===== config.mk =====
export PLATFORM = sky130hd
export DESIGN_NAME = bsync_tx
export DESIGN_NICKNAME = d
export VERILOG_FILES = /design/src/rtl/bsync_pkg.sv /design/src/rtl/bsync_bcs.sv /design/src/rtl/bsync_ring.sv /design/src/rtl/bsync_tx.sv
export SDC_FILE = /design/constraint.sdc
export NUM_CORES = 1
export LEC_CHECK = 0
export ABC_AREA = 1
export BUFFER_PORTS_ARGS = -buffer_cell sky130_fd_sc_hd__clkbuf_2
export CAP_MARGIN = 20
export CELL_PAD_IN_SITES_DETAIL_PLACEMENT = 0
export CELL_PAD_IN_SITES_GLOBAL_PLACEMENT = 1
export CORE_UTILIZATION = 36
export CTS_CLUSTER_DIAMETER = 30
export CTS_CLUSTER_SIZE = 20
export DETAILED_ROUTE_END_ITERATION = 7
export GPL_TIMING_DRIVEN = 0
export PLACE_DENSITY_LB_ADDON = 0.1
export SLEW_MARGIN = 20
export SYNTH_ARGS = -nofsm -noshare
export SYNTH_HDL_FRONTEND = slang
export SYNTH_SLANG_ARGS = --single-unit

===== constraint.sdc =====
create_clock -name clk -period 2.2 [get_ports clk]
set_clock_uncertainty 0.2 [all_clocks]
set_input_delay 0.66 -clock clk [delete_from_list [all_inputs] [get_ports clk]]
set_output_delay 0.66 -clock clk [all_outputs]
set_load 0.02 [all_outputs]

===== src/rtl/bsync_pkg.sv =====
package bsync_pkg;

    localparam logic [7:0] ESC_CHAR  = 8'h10;
    localparam logic [7:0] IDLE_CHAR = 8'hFF;
    localparam logic [15:0] CRC_POLY_REFL = 16'hA001;

    typedef enum logic [2:0] {
        ST_FILL,
        ST_SYNA,
        ST_SYNB,
        ST_DATA,
        ST_NEXT,
        ST_CHK0,
        ST_CHK1
    } tx_state_e;

    typedef struct packed {
        logic last;
        logic wrap;
        logic incl;
        logic tbcs;
        logic intr;
    } buf_attr_t;

    function automatic logic [15:0] crc16_byte(input logic [15:0] cin, input logic [7:0] b);
        logic [15:0] r;
        r = cin;
        for (int i = 0; i < 8; i++) begin
            if (r[0] ^ b[i]) r = (r >> 1) ^ CRC_POLY_REFL;
            else             r = r >> 1;
        end
        return r;
    endfunction

endpackage


===== src/rtl/bsync_bcs.sv =====
module bsync_bcs
    import bsync_pkg::*;
(
    input  logic        clk,
    input  logic        rst,
    input  logic        clr,
    input  logic        upd,
    input  logic [7:0]  din,
    output logic [15:0] crc,
    output logic [7:0]  sum
);
    always_ff @(posedge clk) begin
        if (rst || clr) begin
            crc <= '0;
            sum <= '0;
        end else if (upd) begin
            crc <= crc16_byte(crc, din);
            sum <= sum + din;
        end
    end
endmodule


===== src/rtl/bsync_ring.sv =====
module bsync_ring #(
    parameter int DEPTH = 4,
    localparam int IW = (DEPTH > 1) ? $clog2(DEPTH) : 1
) (
    input  logic          clk,
    input  logic          rst,
    input  logic          step,
    input  logic          wrap,
    output logic [IW-1:0] idx
);
    localparam logic [IW-1:0] LAST_SLOT = IW'(DEPTH - 1);

    always_ff @(posedge clk) begin
        if (rst)
            idx <= '0;
        else if (step)
            idx <= (wrap || idx == LAST_SLOT) ? '0 : idx + 1'b1;
    end
endmodule


===== src/rtl/bsync_tx.sv =====
module bsync_tx
    import bsync_pkg::*;
#(
    parameter int DEPTH = 4,
    parameter int LW    = 8,
    localparam int IW   = (DEPTH > 1) ? $clog2(DEPTH) : 1
) (
    input  logic          clk,
    input  logic          rst,
    input  logic          cfg_en,
    input  logic          cfg_idle,
    input  logic          cfg_transp,
    input  logic          cfg_lrc,
    input  logic [7:0]    cfg_syn1,
    input  logic [7:0]    cfg_syn2,
    output logic [IW-1:0] desc_idx,
    input  logic          d_ready,
    input  logic          d_last,
    input  logic          d_wrap,
    input  logic          d_incl,
    input  logic          d_rstbcs,
    input  logic          d_tbcs,
    input  logic          d_intr,
    input  logic [LW-1:0] d_len,
    output logic [LW-1:0] rd_off,
    input  logic [7:0]    rd_byte,
    output logic [7:0]    tx_data,
    output logic          tx_valid,
    input  logic          tx_ready,
    output logic          done,
    output logic [IW-1:0] done_idx,
    output logic          irq,
    output logic          underrun
);
    tx_state_e     state, state_n;
    logic          phase, phase_n;
    logic          ufill, ufill_n;
    logic          stuffed, stuffed_n;
    logic [LW-1:0] off, off_n;
    logic [LW-1:0] len_q;
    buf_attr_t     attr;
    logic          load, bcs_clr, bcs_upd, fin, und;
    logic [15:0]   crc_v;
    logic [7:0]    sum_v;

    wire adv       = tx_valid && tx_ready;
    wire stuff_now = cfg_transp && (rd_byte == ESC_CHAR) && !stuffed;
    wire buf_end   = (off == len_q - LW'(1));

    always_comb begin
        state_n = state;  phase_n = phase;  ufill_n = ufill;
        stuffed_n = stuffed;  off_n = off;
        load = 1'b0;  bcs_clr = 1'b0;  bcs_upd = 1'b0;  fin = 1'b0;  und = 1'b0;
        if (!cfg_en) begin
            state_n = ST_FILL;  phase_n = 1'b0;  ufill_n = 1'b0;  stuffed_n = 1'b0;
        end else begin
            unique case (state)
                ST_FILL: if (adv) begin
                    phase_n = ~phase;
                    if (phase && d_ready) begin
                        state_n = ST_SYNA;
                        ufill_n = 1'b0;
                    end
                end
                ST_SYNA: if (adv) state_n = ST_SYNB;
                ST_SYNB: if (adv) begin
                    state_n = ST_DATA;  load = 1'b1;  bcs_clr = 1'b1;  off_n = '0;
                end
                ST_DATA: if (adv) begin
                    if (stuff_now) begin
                        stuffed_n = 1'b1;
                    end else begin
                        stuffed_n = 1'b0;
                        bcs_upd = attr.incl;
                        if (buf_end) begin
                            if (attr.last && attr.tbcs) begin
                                state_n = ST_CHK0;
                            end else begin
                                fin = 1'b1;  phase_n = 1'b0;
                                state_n = attr.last ? ST_FILL : ST_NEXT;
                            end
                        end else begin
                            off_n = off + LW'(1);
                        end
                    end
                end
                ST_NEXT: begin
                    if (d_ready) begin
                        state_n = ST_DATA;  load = 1'b1;  bcs_clr = d_rstbcs;  off_n = '0;
                    end else begin
                        und = 1'b1;  state_n = ST_FILL;  phase_n = 1'b0;  ufill_n = cfg_transp;
                    end
                end
                ST_CHK0: if (adv) begin
                    if (cfg_lrc) begin
                        fin = 1'b1;  state_n = ST_FILL;  phase_n = 1'b0;
                    end else begin
                        state_n = ST_CHK1;
                    end
                end
                ST_CHK1: if (adv) begin
                    fin = 1'b1;  state_n = ST_FILL;  phase_n = 1'b0;
                end
                default: state_n = ST_FILL;
            endcase
        end
    end

    always_ff @(posedge clk) begin
        if (rst) begin
            state <= ST_FILL;  phase <= 1'b0;  ufill <= 1'b0;  stuffed <= 1'b0;
            off <= '0;  len_q <= '0;  attr <= '0;
            done <= 1'b0;  done_idx <= '0;  irq <= 1'b0;  underrun <= 1'b0;
        end else begin
            state <= state_n;  phase <= phase_n;  ufill <= ufill_n;
            stuffed <= stuffed_n;  off <= off_n;
            if (load) begin
                attr  <= '{last: d_last, wrap: d_wrap, incl: d_incl, tbcs: d_tbcs, intr: d_intr};
                len_q <= d_len;
            end
            done     <= fin;
            done_idx <= desc_idx;
            irq      <= fin && attr.intr;
            underrun <= und;
        end
    end

    always_comb begin
        unique case (state)
            ST_FILL: begin
                if (ufill)         tx_data = phase ? cfg_syn1 : ESC_CHAR;
                else if (cfg_idle) tx_data = IDLE_CHAR;
                else               tx_data = phase ? cfg_syn2 : cfg_syn1;
            end
            ST_SYNA: tx_data = cfg_syn1;
            ST_SYNB: tx_data = cfg_syn2;
            ST_DATA: tx_data = stuff_now ? ESC_CHAR : rd_byte;
            ST_CHK0: tx_data = cfg_lrc ? sum_v : crc_v[7:0];
            ST_CHK1: tx_data = crc_v[15:8];
            default: tx_data = IDLE_CHAR;
        endcase
    end

    assign tx_valid = cfg_en && (state != ST_NEXT);
    assign rd_off   = off;

    bsync_bcs u_bcs (
        .clk(clk), .rst(rst), .clr(bcs_clr), .upd(bcs_upd),
        .din(rd_byte), .crc(crc_v), .sum(sum_v)
    );

    bsync_ring #(.DEPTH(DEPTH)) u_ring (
        .clk(clk), .rst(rst), .step(fin), .wrap(attr.wrap), .idx(desc_idx)
    );
endmodule


Word-level counts from Yosys, hierarchy flattened --
Cells that the tools add are included.
Storage, ports and cells: output and inout port bits 24, bits of input ports 46, word-level logic and storage cells 171, register bits 58
Cells by class: equal/unequal tests 24, bitwise gates (word level) 19, add/sub/neg operators 4, muxes and demuxes 85, reduce and logical (&&, ||, !) cells 21
Operator list (count):
- 2-to-1 mux 16 bit | 22
- 2-to-1 mux 8 bit | 11
- case mux 8 bit (6 select lines) | 1
- 2-to-1 mux 3 bit | 12
- 2-to-1 mux 1 bit | 30
- != test 2 bit (second input constant) | 14
- NOT 2 -> 3 bit | 8
- case mux 8 bit (3 select lines) | 1
- case mux 3 bit (7 select lines) | 1
- AND reduction 10 bit | 1
- equality test 3 bit (second input constant) | 3
- AND reduction 9 bit | 1
- adder 8 x 1 -> 8 bit (second input constant) | 1
- adder 8 bit | 1
- equality test 8 x 5 -> 1 bit (second input constant) | 1
- equality test 8 bit | 1
- subtractor 8 x 1 -> 8 bit (second input constant) | 1
- XOR 1 bit | 8
- logical AND 1 bit | 7
- AND reduction 7 bit | 1
- equality test 3 x 2 -> 1 bit (second input constant) | 2
- case mux 1 bit (2 select lines) | 3
- case mux 1 bit (5 select lines) | 1
- nonzero test 5 bit | 1
- other kinds (16) | 20

Longest topological paths before layout --
depth after elaboration 35, gate-level depth with buffers 16, depth with buffers taken out 16

Hierarchy --
A second synthesis with hierarchy kept.
Second synthesis, totals: cell total of the unflattened synthesis 656, area total of the unflattened synthesis 4220.3 µm²
By module, submodules not included:
- bsync_tx | sequential area each 640.6 µm², cells each 437, area each 2615.0 µm², times used 1
- bsync_bcs | sequential area each 480.5 µm², cells each 207, area each 1503.9 µm², times used 1
- bsync_ring | sequential area each 40.0 µm², cells each 12, area each 101.3 µm², times used 1

Least setup slack after synthesis --
OpenSTA, ideal clock, no wires.
kind input to output, start input port cfg_idle, end output port tx_data[4], stages 4, data arrival time 1.450 ns, required time 1.340 ns, path slack -0.110 ns, buffers on the path 0, cell sequence nor2_1 > o211ai_1 > o311ai_0 > nand4_1
Between the ends: longest elaborated chain between the ends 3
Ends and longest elaborated chain:
- start, declared | RTL line bsync_tx.sv:11 | input logic cfg_idle,
- 2-to-1 mux 8 bit | RTL line bsync_tx.sv:132 | else if (cfg_idle) tx_data = IDLE_CHAR;
- 2-to-1 mux 8 bit | RTL line bsync_tx.sv:131 | if (ufill) tx_data = phase ? cfg_syn1 : ESC_CHAR;
- case mux 8 bit (6 select lines) | RTL line bsync_tx.sv:129 | unique case (state)
- end, declared | RTL line bsync_tx.sv:27 | output logic [7:0] tx_data,
No other way between the ends.

Final worst setup path --
start register state[0], end output port tx_data[0]
Between the ends: longest elaborated chain between the ends 2, elaborated cells on any way between the ends 7, classes of those cells 5 x eq/ne; 1 x mux; 1 x reduce/logical
Ends and longest elaborated chain:
- start, declared | RTL line bsync_tx.sv:35 | tx_state_e state, state_n;
- start signal, assigned | RTL line bsync_tx.sv:115 | state <= state_n; phase <= phase_n; ufill <= ufill_n;
- equality test 3 bit, or another cell as far along | RTL line bsync_tx.sv:129
- case mux 8 bit (6 select lines) * | RTL line bsync_tx.sv:129
Every way passes the cells marked *; elsewhere a longest branch is shown, timed or not.

==> out/results.txt <==
Top cells by area, synth = dfxtp_1, nand2_1, nor2_1, inv_1, nand3_1
Final hold slack = 0.263 ns
Synth Area in Compound Gates = 20.4%
Aggregate global routing overflow = 0
# H-tree levels = 3
CTS tree = built
Leak pwr = 2.49 nW
Initial core utilization = 37.0%
Synth top area share = 28.8%
Max Fanout on Critical Path = 10
Post-Synthesis Cells = 593
Slew @ Worst Pin = 0.729 ns
Die span in y = 108 microns
Seq cells post-synth = 58
Routed vias/inst = 5.25
Largest family of logic cells by synthesized area = simple AND/OR/NAND/NOR gates
Largest net degree at the start of global routing = 12
CTS Buf Count = 9
F_max = 373 MHz
First-pass GRT wire length = 20900 microns
Final-report hold violation count = 0
Ant. Diodes = 0
DRT Wirelength = 14100 microns
Post-route cell area = 5850 sq um
Max Root-Sink Buffers = 2
Layout Nets = 766
Leading cell type in the layout, fill and taps excluded = nand2_1
Antenna viol nets, final = 0
Detailed Routing Iterations Pass 1 = 4
Crit. End Element = output port
Synthesis-to-layout area growth = 45.3%
Hold Path Depth = 2
Final setup vio count = 33
Kind of start point of the critical path = flop
Placed cell areas = 4560 sq um
R2R depth = 14
Width of the die = 108 microns
Worst-Skew Late Latency = 0.36 ns
Full die area = 11600 sq um
Max-Cap Viols = 0
Final WS setup = -0.478 ns
Core area = 10900 sq um
Synth Area in Simple Gates = 30.4%
Initial antenna violation count = 0
Outcome = complete, but fails checks
Sum of negative setup slack = -4.89 ns
DP HPWL = 9870 microns
Failing checks = negative setup slack
Net Count, Synth = 650
Commonest non-fill, non-tap cells in the layout = nand2_1, nor2_1, inv_1, clkbuf_2, dfxtp_1
Final Max Tran Viols = 0
Worst path arrival time = 1.82 ns
Max VDD drop = 0.396 mV
DRC viols = 0
Routed WL per cell = 16.5 microns
Post-Syn Area = 4030 sq um
I/O Buffers = 69
Vias in the first global route = 4031
Root Buffer = clkbuf_8
Number of flops mapped to enable cells by yosys = 0
Core Util, Final = 53.8%
GPL Wtd Cong = 0.833
Non-filler instance count after layout = 854
Main synth FF type = dfxtp_1
Boundary Pins = 70
Pre-CTS WS = -0.507 ns
Detailed Route Iter0 Violations = 234
Clk pin slew, worst setup/hold paths = 0.07 ns
Placed cell count = 802
CP Data Required Time = 1.34 ns
Sink Count = 58
Netlist cell types = 45
Layout cells sized above 1 = 38.4%
Largest area contributor in the netlist = dfxtp_1
Yosys Warn Count = 0
Tcrit/Tclk final = 122%
Critical path type = flop to output port
Worst min-delay path class = flop to flop
Adder-Cell Fraction of Synth Area = 3.60%
Overall power = 3.58 mW
Seq/Total Area, Yosys = 28.8%
Gr usage total = 23.8%
# fillers = 1087
Slew headroom = 51.4%
Num rows = 38
Post-route minimum period = 2.68 ns
RSZ-0062 raised after global routing = yes
XOR/XNOR Fraction of Synth Area = 5.87%
Average size of a mapped cell = 6.79 sq um
Vias = 4484
Post-synth ARST share = 0%
PD cells = 611 nW/um^2
Mux cell area share after synthesis = 0%
## power by group
group          internal [mW]  total [mW]  switching, mW
Clock                  0.438       0.922          0.485
Sequential              1.09        1.14         0.0452
Combinational          0.657        1.51          0.856
Total                   2.19        3.58           1.39
## worst max-delay path: stages, from the launching register on
cell	delay (ns)
dfxtp_2	0.33
buf_8	0.14
nand2_2	0.11
nor2_4	0.06
buf_4	0.19
a221oi_4	0.30
o2111ai_1	0.15
buf_4	0.18
## registers in the layout, summed over array words and instances (netlist names)
signal / count
u_ring.idx: 2
u_bcs.sum: 8
stuffed: 1
phase: 1
len_q: 8
u_bcs.crc: 16
ufill: 1
underrun: 1
irq: 1
attr: 5
done_idx: 2
rd_off: 8
state: 3
done: 1
## worst paths after layout
kind	end	startpoint	slack, ns
min reg2reg	irq	attr[0]	0.26
min	irq	attr[0]	0.26
max	tx_data[0]	state[0]	-0.48
max reg2reg	u_bcs.crc[6]	state[2]	-0.11
## cells by family (layout without fill, tap and decap cells)
| group | after synthesis | after routing |
|---|---|---|
| compound gates | 125 | 125 |
| simple gates | 275 | 277 |
| xor+xnor | 27 | 27 |
| flops | 58 | 58 |
| fa+ha+maj | 11 | 11 |
| buf+inv | 97 | 216 |
## cells in the mapped netlist, types with 2 or more instances
| library cell | instances |
|---|---|
| a311oi_2 | 5 |
| inv_1 | 73 |
| xnor2_1 | 10 |
| nand2_2 | 5 |
| dfxtp_1 | 58 |
| a211oi_2 | 3 |
| clkbuf_1 | 5 |
| xor2_1 | 17 |
| nand2_4 | 3 |
| inv_4 | 4 |
| nor2_1 | 84 |
| inv_2 | 3 |
| nand2_1 | 111 |
| buf_2 | 2 |
| a211oi_1 | 12 |
| o21ai_0 | 35 |
| buf_4 | 3 |
| o21ai_1 | 3 |
| a221oi_1 | 7 |
| ha_1 | 10 |
| nand4_1 | 14 |
| nor3_1 | 4 |
| nand3_1 | 42 |
| o211ai_1 | 9 |
| a21oi_1 | 37 |
| nor2_4 | 6 |
| o22ai_1 | 2 |
| nor2_2 | 3 |
| o2111ai_1 | 3 |
| buf_6 | 5 |
## layout make-up
| class | instances | area (sq um) | share of cell area, % |
|---|---|---|---|
| flip-flops and latches | 58 | 1170 | 20.0 |
| plain buffers | 16 | 165 | 2.82 |
| inverters | 80 | 345 | 5.90 |
| well taps | 140 | 175 | 2.99 |
| multi-input cells | 440 | 3010 | 51.4 |
| clock buffers | 10 | 138 | 2.35 |
| repair buffers | 104 | 810 | 13.8 |
| clock inverters | 6 | 42.5 | 0.727 |
## layer usage
layer	track usage, %	up-vias	share of wire, %
li1	-	2217	-
met1	33.2	2120	47
met2	36.2	135	47
met3	5.75	12	5.9
met4	6.85	0	0.93
met5	0	-	0
## what timing repair did
action | CTS | global route
gates resized for setup | 60 | 150
hold buffers | 0 | 0
gates cloned | 1 | 6
setup endpoints to repair | 24 | 57
pin swaps | 18 | 50
setup buffers | 13 | 17
Power figures use the tool's default switching activity.
